--- config.mk ---
export PLATFORM = sky130hd
export DESIGN_NAME = eq_mode_mute_ctrl
export DESIGN_NICKNAME = d
export VERILOG_FILES = /design/src/rtl/eqc_pkg.sv /design/src/rtl/eqc_thresh.sv /design/src/rtl/eqc_src_sel.sv /design/src/rtl/eqc_resolve.sv /design/src/rtl/eq_mode_mute_ctrl.sv
export SDC_FILE = /design/constraint.sdc
export NUM_CORES = 1
export LEC_CHECK = 0
export BUFFER_PORTS_ARGS = -buffer_cell sky130_fd_sc_hd__buf_2
export CORE_MARGIN = 2
export CORE_UTILIZATION = 40
export DETAILED_ROUTE_END_ITERATION = 10
export HOLD_SLACK_MARGIN = 0.12
export PLACE_DENSITY = 0.87
export SYNTH_ARGS = -nofsm -noshare
export SYNTH_HDL_FRONTEND = slang
export SYNTH_HIERARCHICAL = 1
export SYNTH_SLANG_ARGS = --single-unit
export TNS_END_PERCENT = 100
--- constraint.sdc ---
create_clock -name clk_i -period 1.15 [get_ports clk_i]
set_input_delay 0.115 -clock clk_i [delete_from_list [all_inputs] [get_ports clk_i]]
set_output_delay 0.115 -clock clk_i [all_outputs]
set_load 0.01 [all_outputs]
--- src/rtl/eqc_pkg.sv ---
package eqc_pkg;
  localparam int CLI_W  = 9;
  localparam int CODE_W = 5;
  localparam int LIM_W  = CLI_W + 1;

  typedef enum logic [1:0] {
    SLP_ON   = 2'b00,
    SLP_AUTO = 2'b01,
    SLP_OFF  = 2'b10,
    SLP_RSVD = 2'b11
  } sleep_e;

  typedef enum logic [1:0] {
    RATE_SD  = 2'b00,
    RATE_HD  = 2'b01,
    RATE_3G  = 2'b10,
    RATE_UNK = 2'b11
  } rate_e;

  typedef struct packed {
    logic sleep;
    logic mute;
    logic eq_byp;
    logic jc_byp;
  } ctrl_req_t;

  // CLI limit for a threshold code; unlisted codes round up; 31 never trips
  function automatic logic [LIM_W-1:0] mute_limit(input logic [CODE_W-1:0] code);
    logic [LIM_W-1:0] lim;
    if      (code <= 5'd0)  lim = 10'd16;
    else if (code <= 5'd2)  lim = 10'd40;
    else if (code <= 5'd5)  lim = 10'd80;
    else if (code <= 5'd7)  lim = 10'd120;
    else if (code <= 5'd10) lim = 10'd160;
    else if (code <= 5'd12) lim = 10'd200;
    else if (code <= 5'd15) lim = 10'd240;
    else if (code <= 5'd17) lim = 10'd280;
    else if (code <= 5'd20) lim = 10'd320;
    else if (code <= 5'd25) lim = 10'd400;
    else if (code == 5'd26) lim = 10'd420;
    else if (code == 5'd27) lim = 10'd440;
    else if (code == 5'd28) lim = 10'd460;
    else if (code <= 5'd30) lim = 10'd480;
    else                    lim = 10'd512;
    return lim;
  endfunction
endpackage

--- src/rtl/eqc_thresh.sv ---
module eqc_thresh
  import eqc_pkg::*;
(
  input  logic             clk_i,
  input  logic             rst_ni,
  input  logic             en_i,
  input  logic             sig_det_i,
  input  logic [CLI_W-1:0] cli_i,
  input  logic [CODE_W-1:0] code_i,
  output logic             over_o
);
  logic [LIM_W-1:0] lim;
  logic             over_q;

  assign lim = mute_limit(code_i);

  always_ff @(posedge clk_i or negedge rst_ni) begin
    if (!rst_ni) over_q <= 1'b0;
    else         over_q <= en_i && sig_det_i && ({1'b0, cli_i} > lim);
  end

  assign over_o = over_q;


  over_clear_on_loss_chk: assert property (@(posedge clk_i) disable iff (!rst_ni)
    !sig_det_i |=> !over_q);

  over_needs_enable_chk: assert property (@(posedge clk_i) disable iff (!rst_ni)
    !en_i |=> !over_q);
endmodule

--- src/rtl/eqc_src_sel.sv ---
module eqc_src_sel
  import eqc_pkg::*;
(
  input  logic       sw_mode_i,
  input  logic [1:0] hw_bypass_i,
  input  logic       hw_autosleep_i,
  input  logic       hw_mute_i,
  input  logic       hw_drv1_off_i,
  input  logic       sig_det_i,
  input  logic [1:0] reg_sleep_i,
  input  logic       reg_mute_i,
  input  logic       reg_eq_byp_i,
  input  logic       reg_jc_byp_i,
  input  logic       thr_over_i,
  input  logic [1:0] reg_swing0_i,
  input  logic [1:0] reg_swing1_i,
  output ctrl_req_t  req_o,
  output logic       drv0_req_o,
  output logic       drv1_req_o
);
  sleep_e sleep_mode;
  logic   hw_high, hw_float;

  assign hw_high  = hw_bypass_i[1];
  assign hw_float = (hw_bypass_i == 2'b01);

  always_comb begin
    if (sw_mode_i) sleep_mode = sleep_e'(reg_sleep_i);
    else           sleep_mode = hw_autosleep_i ? SLP_AUTO : SLP_ON;
  end

  always_comb begin
    req_o.sleep = (sleep_mode == SLP_OFF) || ((sleep_mode == SLP_AUTO) && !sig_det_i);
    if (sw_mode_i) begin
      req_o.mute   = reg_mute_i || thr_over_i;
      req_o.eq_byp = reg_eq_byp_i;
      req_o.jc_byp = reg_jc_byp_i;
      drv0_req_o   = (reg_swing0_i != 2'b00);
      drv1_req_o   = (reg_swing1_i != 2'b00) && !hw_drv1_off_i;
    end else begin
      req_o.mute   = hw_mute_i;
      req_o.eq_byp = hw_high;
      req_o.jc_byp = hw_high || hw_float;
      drv0_req_o   = 1'b1;
      drv1_req_o   = !hw_drv1_off_i;
    end
  end
endmodule

--- src/rtl/eqc_resolve.sv ---
module eqc_resolve
  import eqc_pkg::*;
(
  input  ctrl_req_t  req_i,
  input  logic [1:0] rate_i,
  input  logic       drv0_req_i,
  input  logic       drv1_req_i,
  output logic       eq_en_o,
  output logic       eq_bypass_o,
  output logic       jc_en_o,
  output logic       mute_o,
  output logic       drv0_en_o,
  output logic       drv1_en_o
);
  logic rate_ok, awake, live;

  assign rate_ok = (rate_e'(rate_i) == RATE_HD) || (rate_e'(rate_i) == RATE_3G);
  assign awake   = !req_i.sleep;
  assign live    = awake && !req_i.mute;

  assign eq_en_o     = awake;
  assign mute_o      = awake && req_i.mute;
  assign eq_bypass_o = live && req_i.eq_byp;
  assign jc_en_o     = live && !req_i.jc_byp && rate_ok;
  assign drv0_en_o   = awake && drv0_req_i;
  assign drv1_en_o   = awake && drv1_req_i;
endmodule

--- src/rtl/eq_mode_mute_ctrl.sv ---
module eq_mode_mute_ctrl
  import eqc_pkg::*;
(
  input  logic              clk_i,
  input  logic              rst_ni,
  input  logic              sw_mode_i,
  input  logic [1:0]        hw_bypass_i,
  input  logic              hw_autosleep_i,
  input  logic              hw_mute_i,
  input  logic              hw_drv1_off_i,
  input  logic              sig_det_i,
  input  logic [CLI_W-1:0]  cli_i,
  input  logic [1:0]        rate_i,
  input  logic [1:0]        reg_sleep_i,
  input  logic              reg_mute_i,
  input  logic              reg_eq_byp_i,
  input  logic              reg_jc_byp_i,
  input  logic              reg_dmute_en_i,
  input  logic [CODE_W-1:0] reg_dmute_code_i,
  input  logic [1:0]        reg_swing0_i,
  input  logic [1:0]        reg_swing1_i,
  output logic              eq_en_o,
  output logic              eq_bypass_o,
  output logic              jc_en_o,
  output logic              mute_o,
  output logic              drv0_en_o,
  output logic              drv1_en_o,
  output logic              sd_n_o
);
  ctrl_req_t req;
  logic      thr_over, drv0_req, drv1_req;

  eqc_thresh u_thresh (
    .clk_i     (clk_i),
    .rst_ni    (rst_ni),
    .en_i      (sw_mode_i && reg_dmute_en_i),
    .sig_det_i (sig_det_i),
    .cli_i     (cli_i),
    .code_i    (reg_dmute_code_i),
    .over_o    (thr_over)
  );

  eqc_src_sel u_src (
    .sw_mode_i      (sw_mode_i),
    .hw_bypass_i    (hw_bypass_i),
    .hw_autosleep_i (hw_autosleep_i),
    .hw_mute_i      (hw_mute_i),
    .hw_drv1_off_i  (hw_drv1_off_i),
    .sig_det_i      (sig_det_i),
    .reg_sleep_i    (reg_sleep_i),
    .reg_mute_i     (reg_mute_i),
    .reg_eq_byp_i   (reg_eq_byp_i),
    .reg_jc_byp_i   (reg_jc_byp_i),
    .thr_over_i     (thr_over),
    .reg_swing0_i   (reg_swing0_i),
    .reg_swing1_i   (reg_swing1_i),
    .req_o          (req),
    .drv0_req_o     (drv0_req),
    .drv1_req_o     (drv1_req)
  );

  eqc_resolve u_res (
    .req_i       (req),
    .rate_i      (rate_i),
    .drv0_req_i  (drv0_req),
    .drv1_req_i  (drv1_req),
    .eq_en_o     (eq_en_o),
    .eq_bypass_o (eq_bypass_o),
    .jc_en_o     (jc_en_o),
    .mute_o      (mute_o),
    .drv0_en_o   (drv0_en_o),
    .drv1_en_o   (drv1_en_o)
  );

  assign sd_n_o = !sig_det_i || thr_over;


  sleep_quiet_chk: assert property (@(posedge clk_i) disable iff (!rst_ni)
    !eq_en_o |-> !(mute_o || eq_bypass_o || jc_en_o || drv0_en_o || drv1_en_o));

  mute_over_bypass_chk: assert property (@(posedge clk_i) disable iff (!rst_ni)
    mute_o |-> (!eq_bypass_o && !jc_en_o && eq_en_o));

  jc_rate_chk: assert property (@(posedge clk_i) disable iff (!rst_ni)
    jc_en_o |-> (rate_i == 2'b01 || rate_i == 2'b10));

  drv1_pin_override_chk: assert property (@(posedge clk_i) disable iff (!rst_ni)
    hw_drv1_off_i |-> !drv1_en_o);

  sd_n_no_signal_chk: assert property (@(posedge clk_i) disable iff (!rst_ni)
    !sig_det_i |-> sd_n_o);

  hw_no_thresh_chk: assert property (@(posedge clk_i) disable iff (!rst_ni)
    (!sw_mode_i && sig_det_i) |=> (!sw_mode_i && sig_det_i) |-> !sd_n_o);
endmodule

; Yosys cells after proc, flatten, opt, wreduce, memory -nomap -nowiden
; Index checks and enable logic that the tools add are counted.
[totals]
reg_bits = 1
latchBits = 0
ramBits = 0
mem_bits_ro = 0
inputBits = 35
out_inout_bits = 7
word_cells = 64
memories = 0
[op_classes]
add_sub_neg = 0
n_mul = 0
div = 0
n_lt_le_gt_ge = 12
n_eq_ne = 8
shift = 0
muxes = 19
bitwise = 0
reduce_logical = 24
[ops]
columns = op, n
row1 = $mux 10, 14
row2 = $le 5x5->1 const B, 4
row3 = $eq 5x5->1 const B, 3
row4 = $le 5x4->1 const B, 3
row5 = $logic_and 1x1->1, 12
row6 = $gt 9x10->1, 1
row7 = $le 5x3->1 const B, 2
row8 = $eq 2x1->1 const B, 3
row9 = $le 5x1->1 const B, 1
row10 = $le 5x2->1 const B, 1
row11 = $logic_not 1->1, 5
row12 = $logic_or 1x1->1, 5
row13 = $eq 2x2->1 const B, 2
row14 = $reduce_bool 2->1, 2
row15 = $mux 1, 3
row16 = $mux 3, 1
row17 = $mux 2, 1

; Logic depth before layout (Yosys ltp)
[depth]
depth_word = 17
depth_mapped = 10
ltp_nobuf = 9

; Hierarchy
; Netlist, hierarchy kept.
[modules_own_cells]
columns = mod, instances, cells_each, area_per_inst_um2, seq_area_each_um2
row1 = eqc_thresh, 1, 61, 424.2, 25.0
row2 = eqc_src_sel, 1, 16, 97.6, 0.0
row3 = eqc_resolve, 1, 7, 58.8, 0.0
row4 = eq_mode_mute_ctrl, 1, 2, 12.5, 0.0

; Worst setup path before layout
; Ideal clock, no wire load.
[synth_timing]
path_kind = input -> register
start = input reg_dmute_code_i[2]
end = register u_thresh.over_q (netlist: u_thresh/over_o)
setup_ns = 0.094
arrival_ns = 1.609
t_required_ns = 1.056
path_slack_ns = -0.553
cell_stages = 9
n_path_buf = 1
cell_sequence = buf_4 -> inv_2 -> or4_4 -> o21ai_0 -> ha_1 -> nand3_1 -> nor4_1 -> and3_1 -> a211oi_1
[synth_via]
elab_chain_len = 17
elab_cells_between_ends = 30
cone_classes = order compare (12) / eq/ne (3) / mux (14) / reduce/logical (1)
[synth_lines]
columns = item, line_no
row1 = from (decl), eq_mode_mute_ctrl.sv:19  ; input logic [CODE_W-1:0] reg_dmute_code_i,
row2 = $le 5x5->1, eqc_pkg.sv:43  ; else if (code <= 5'd30) lim = 10'd480;
row3 = $mux 10, eqc_pkg.sv:43
row4 = $mux 10, eqc_pkg.sv:42  ; else if (code == 5'd28) lim = 10'd460;
row5 = $mux 10, eqc_pkg.sv:41  ; else if (code == 5'd27) lim = 10'd440;
row6 = $mux 10, eqc_pkg.sv:40  ; else if (code == 5'd26) lim = 10'd420;
row7 = $mux 10, eqc_pkg.sv:39  ; else if (code <= 5'd25) lim = 10'd400;
row8 = $mux 10, eqc_pkg.sv:38  ; else if (code <= 5'd20) lim = 10'd320;
row9 = $mux 10, eqc_pkg.sv:37  ; else if (code <= 5'd17) lim = 10'd280;
row10 = $mux 10, eqc_pkg.sv:36  ; else if (code <= 5'd15) lim = 10'd240;
row11 = $mux 10, eqc_pkg.sv:35  ; else if (code <= 5'd12) lim = 10'd200;
row12 = $mux 10, eqc_pkg.sv:34  ; else if (code <= 5'd10) lim = 10'd160;
row13 = $mux 10, eqc_pkg.sv:33  ; else if (code <= 5'd7) lim = 10'd120;
row14 = $mux 10, eqc_pkg.sv:32  ; else if (code <= 5'd5) lim = 10'd80;
row15 = $mux 10, eqc_pkg.sv:31  ; else if (code <= 5'd2) lim = 10'd40;
row16 = $mux 10 (*), eqc_pkg.sv:30  ; if (code <= 5'd0) lim = 10'd16;
row17 = $gt 9x10->1 (*), eqc_thresh.sv:19  ; else over_q <= en_i && sig_det_i && ({1'b0, cli_i} > lim);
row18 = $logic_and 1x1->1 (*), eqc_thresh.sv:19
row19 = to (signal assigned), eqc_thresh.sv:19
row20 = to (decl), eqc_thresh.sv:13  ; logic over_q;
; Every way passes the cells marked *; elsewhere a longest branch is shown, timed or not.

; Worst setup path in the final report
[layout_timing]
start = input reg_dmute_code_i[3]
end = register u_thresh.over_q (netlist: u_thresh/over_o)
; The elaborated chain is that of the path after synthesis.

==> flow_metrics.env <==
export IMPL_netlist_area_um2=593.1
export IMPL_min_path_type="input pin to async pin"
export IMPL_grt_pass1_wl_um=3491
export IMPL_max_freq_mhz=591.5
export IMPL_nets=183
export IMPL_grt_met1_usage=0.2563
export IMPL_grtUsageMet3=0.02586
export IMPL_portBuffers=41
export IMPL_grt_max_degree=9
export IMPL_vias=876
export IMPL_slowest_stage="ha_1"
export IMPL_hold_viol=0
export IMPL_finalWorstSetupSlack_ps=-540.6
export IMPL_fin_crit_ps=1691
export IMPL_grt_overflow_total=0
export IMPL_first_pass_iters=4
export IMPL_violations="setup timing"
export IMPL_antenna_found_initial=0
export IMPL_arrival_ps=1560
export IMPL_synth_seq_cells=1
export IMPL_row_count=13
export IMPL_wire_per_inst_um=14.88
export IMPL_die_area_mm2=0.001807
export IMPL_pin_count=42
export IMPL_vdd_drop_max_uv=320.5
export IMPL_wl_um=2292
export IMPL_hpwlAfterDp_um=1515
export IMPL_ys_types=37
export IMPL_synthFlopType="dfrtp_1"
export IMPL_die_width_um=42.51
export IMPL_maxCapViolCount=0
export IMPL_p_leak_uw=0.0005416
export IMPL_setup_tns_ps=-585.9
export IMPL_worstSetupStartpointType="input pin"
export IMPL_initial_core_util=0.4393
export IMPL_netlist_area_leader_share=0.1477
export IMPL_track_usage=0.2445
export IMPL_synth_nets=128
export IMPL_core_area_mm2=0.001350
export IMPL_crit_path_max_incr_delay_ps=310
export IMPL_crit_chain="buf_4 -> inv_1 -> o21ai_0 -> o21a_1 -> a21oi_1 -> ha_1 -> nand3_2 -> nor4_2 -> and3_1 -> a211oi_2"
export IMPL_rsz0062_at_grt="true"
export IMPL_yosys_top_cells_area="ha_1 (15%), a21oi_1 (7.6%), mux2i_1 (5.1%)"
export IMPL_largest_register_ff_count=1
export IMPL_die_h_um=42.51
export IMPL_grtUsageMet2=0.5046
export IMPL_gp_congestion=0.9408
export IMPL_crit_type="input pin to register"
export IMPL_postSynth_asyncResetShare=1.000
export IMPL_synth_edf_count=0
export IMPL_timing_hold_ws_ps=449.3
export IMPL_postCtsSetupBuffers=0
export IMPL_crit_buf_inv=2
export IMPL_pre_cts_ws_ps=-649.7
export IMPL_fill_cells=86
export IMPL_grt_busiest_layer="met2"
export IMPL_areaGrowthSynthToFinish_pct=83.12
export IMPL_cp_max_fo=6
export IMPL_final_max_slew_viol_count=0
export IMPL_syn_avg_cell_area_um2=6.896
export IMPL_antenna_cells=0
export IMPL_stdcell_area_mm2=0.001086
export IMPL_first_iter_violations=7
export IMPL_placed_cell_area_um2=903.4
export IMPL_worst_setup_path_end_kind="register"
export IMPL_yosysWarnings=6
export IMPL_drtAntennaViolNets=0
export IMPL_drc=0
export IMPL_grt_pass1_vias=814
export IMPL_drive_gt1_frac=0.6115
export IMPL_path_clk_slew_ps=0
export IMPL_synth_seq_area_share=0.04219
export IMPL_critical_path_required_ps=1020
export IMPL_viasPerCell=5.688
export IMPL_synth_cells=86
export IMPL_finalSetupViolations=3
export IMPL_synth_area_leader_cell="ha_1"
export IMPL_finalPower_uw=475.7
export IMPL_tightest_slew_ps=289.0
export IMPL_status="finished, violations left"
export IMPL_powerDensity_mw_per_mm2=438.1
export IMPL_fin_crit_sh=1.470
export IMPL_cpLargestDelayFamily="simple AND/OR/NAND/NOR gates"
export IMPL_slew_headroom=0.8018
==> worst max path at each step <==
stage	startpoint	to	slack [ps]	depth (start not counted)
finish	reg_dmute_code_i[3]	u_thresh/over_o	-540	10
global route	reg_dmute_code_i[3]	u_thresh/over_o	-670	10
CTS	reg_dmute_code_i[0]	u_thresh/over_o	-490	9
detailed placement	reg_dmute_code_i[1]	u_thresh/over_o	-650	9
global placement	reg_dmute_code_i[3]	u_thresh/over_o	-580	9
floorplan	reg_dmute_code_i[2]	u_thresh/over_o	-510	9
==> layer usage <==
layer	up-vias	routed length, µm
met1	390	775
met4	0	76
li1	419	-
met2	57	1242
met3	10	198
met5	-	0
==> layout make-up <==
type,instances,area (µm²),area share
inverters,7,28.78,0.02650
multi-input cells,73,599.3,0.5518
flip-flops and latches,1,25.02,0.02304
well taps,15,18.77,0.01728
repair buffers,58,414.1,0.3813
==> where the power goes <==
part / internal, µW / total [µW] / leakage, µW / switching [µW]
logic: 237 / 437 / 0.000528 / 200
registers: 37.0 / 38.5 / 0.0000138 / 1.47
clock network: 0 / 0 / 0 / 0
==> repair_timing <==
| action | in CTS | in global routing |
|---|---|---|
| resized for setup | 26 | 14 |
| hold endpoints to repair | 1 | 0 |
| endpoints found under the setup margin | 6 | 7 |
| hold buffers | 1 | 0 |
| pin swaps | 11 | 3 |
| cloned | 0 | 0 |
==> metrics by stage <==
| step | std cells | util |
|---|---|---|
| after global routing | 154 | 0.8044 |
| after CTS | 154 | 0.7600 |
| after global placement | 153 | 0.6691 |
| after floorplan | 86 | - |
| final | 154 | 0.8044 |
| after detailed placement | 153 | 0.6691 |
==> cells in the final DEF, fill, tap and decap left out, types with 3 or more instances in the layout <==
cell type,Yosys,routed
nand2_1,7,6
nor2_1,7,5
and2b_2,3,3
mux2i_1,3,3
buf_6,1,9
buf_2,2,29
buf_4,1,17
inv_2,2,4
o21ai_0,6,4
a21oi_2,0,4
ha_1,7,5
a21oi_1,9,5
==> cells in the mapped netlist, types with 2 or more instances <==
library cell  instances
inv_2                 2
and2b_2               3
xnor2_1               2
a21o_1                2
nor2_1                7
nand2_1               7
mux2i_1               3
a21oi_1               9
nand2b_1              3
buf_2                 2
xor2_1                2
nor3_1                2
o21ai_0               6
nand3_1               3
inv_1                 5
ha_1                  7
==> logic make-up after synthesis <==
| family | count (synthesis) | synth area share |
|---|---|---|
| AO/OA/AOI/OAI | 25 | 0.2553 |
| XOR/XNOR | 4 | 0.05908 |
| adder cells (fa/ha/maj) | 7 | 0.1477 |
| buffers and inverters | 12 | 0.1013 |
| flip-flops | 1 | 0.04219 |
| multiplexers | 4 | 0.07594 |
| AND/OR/NAND/NOR | 33 | 0.3186 |
No activity file was read; power rests on OpenSTA's default activity.
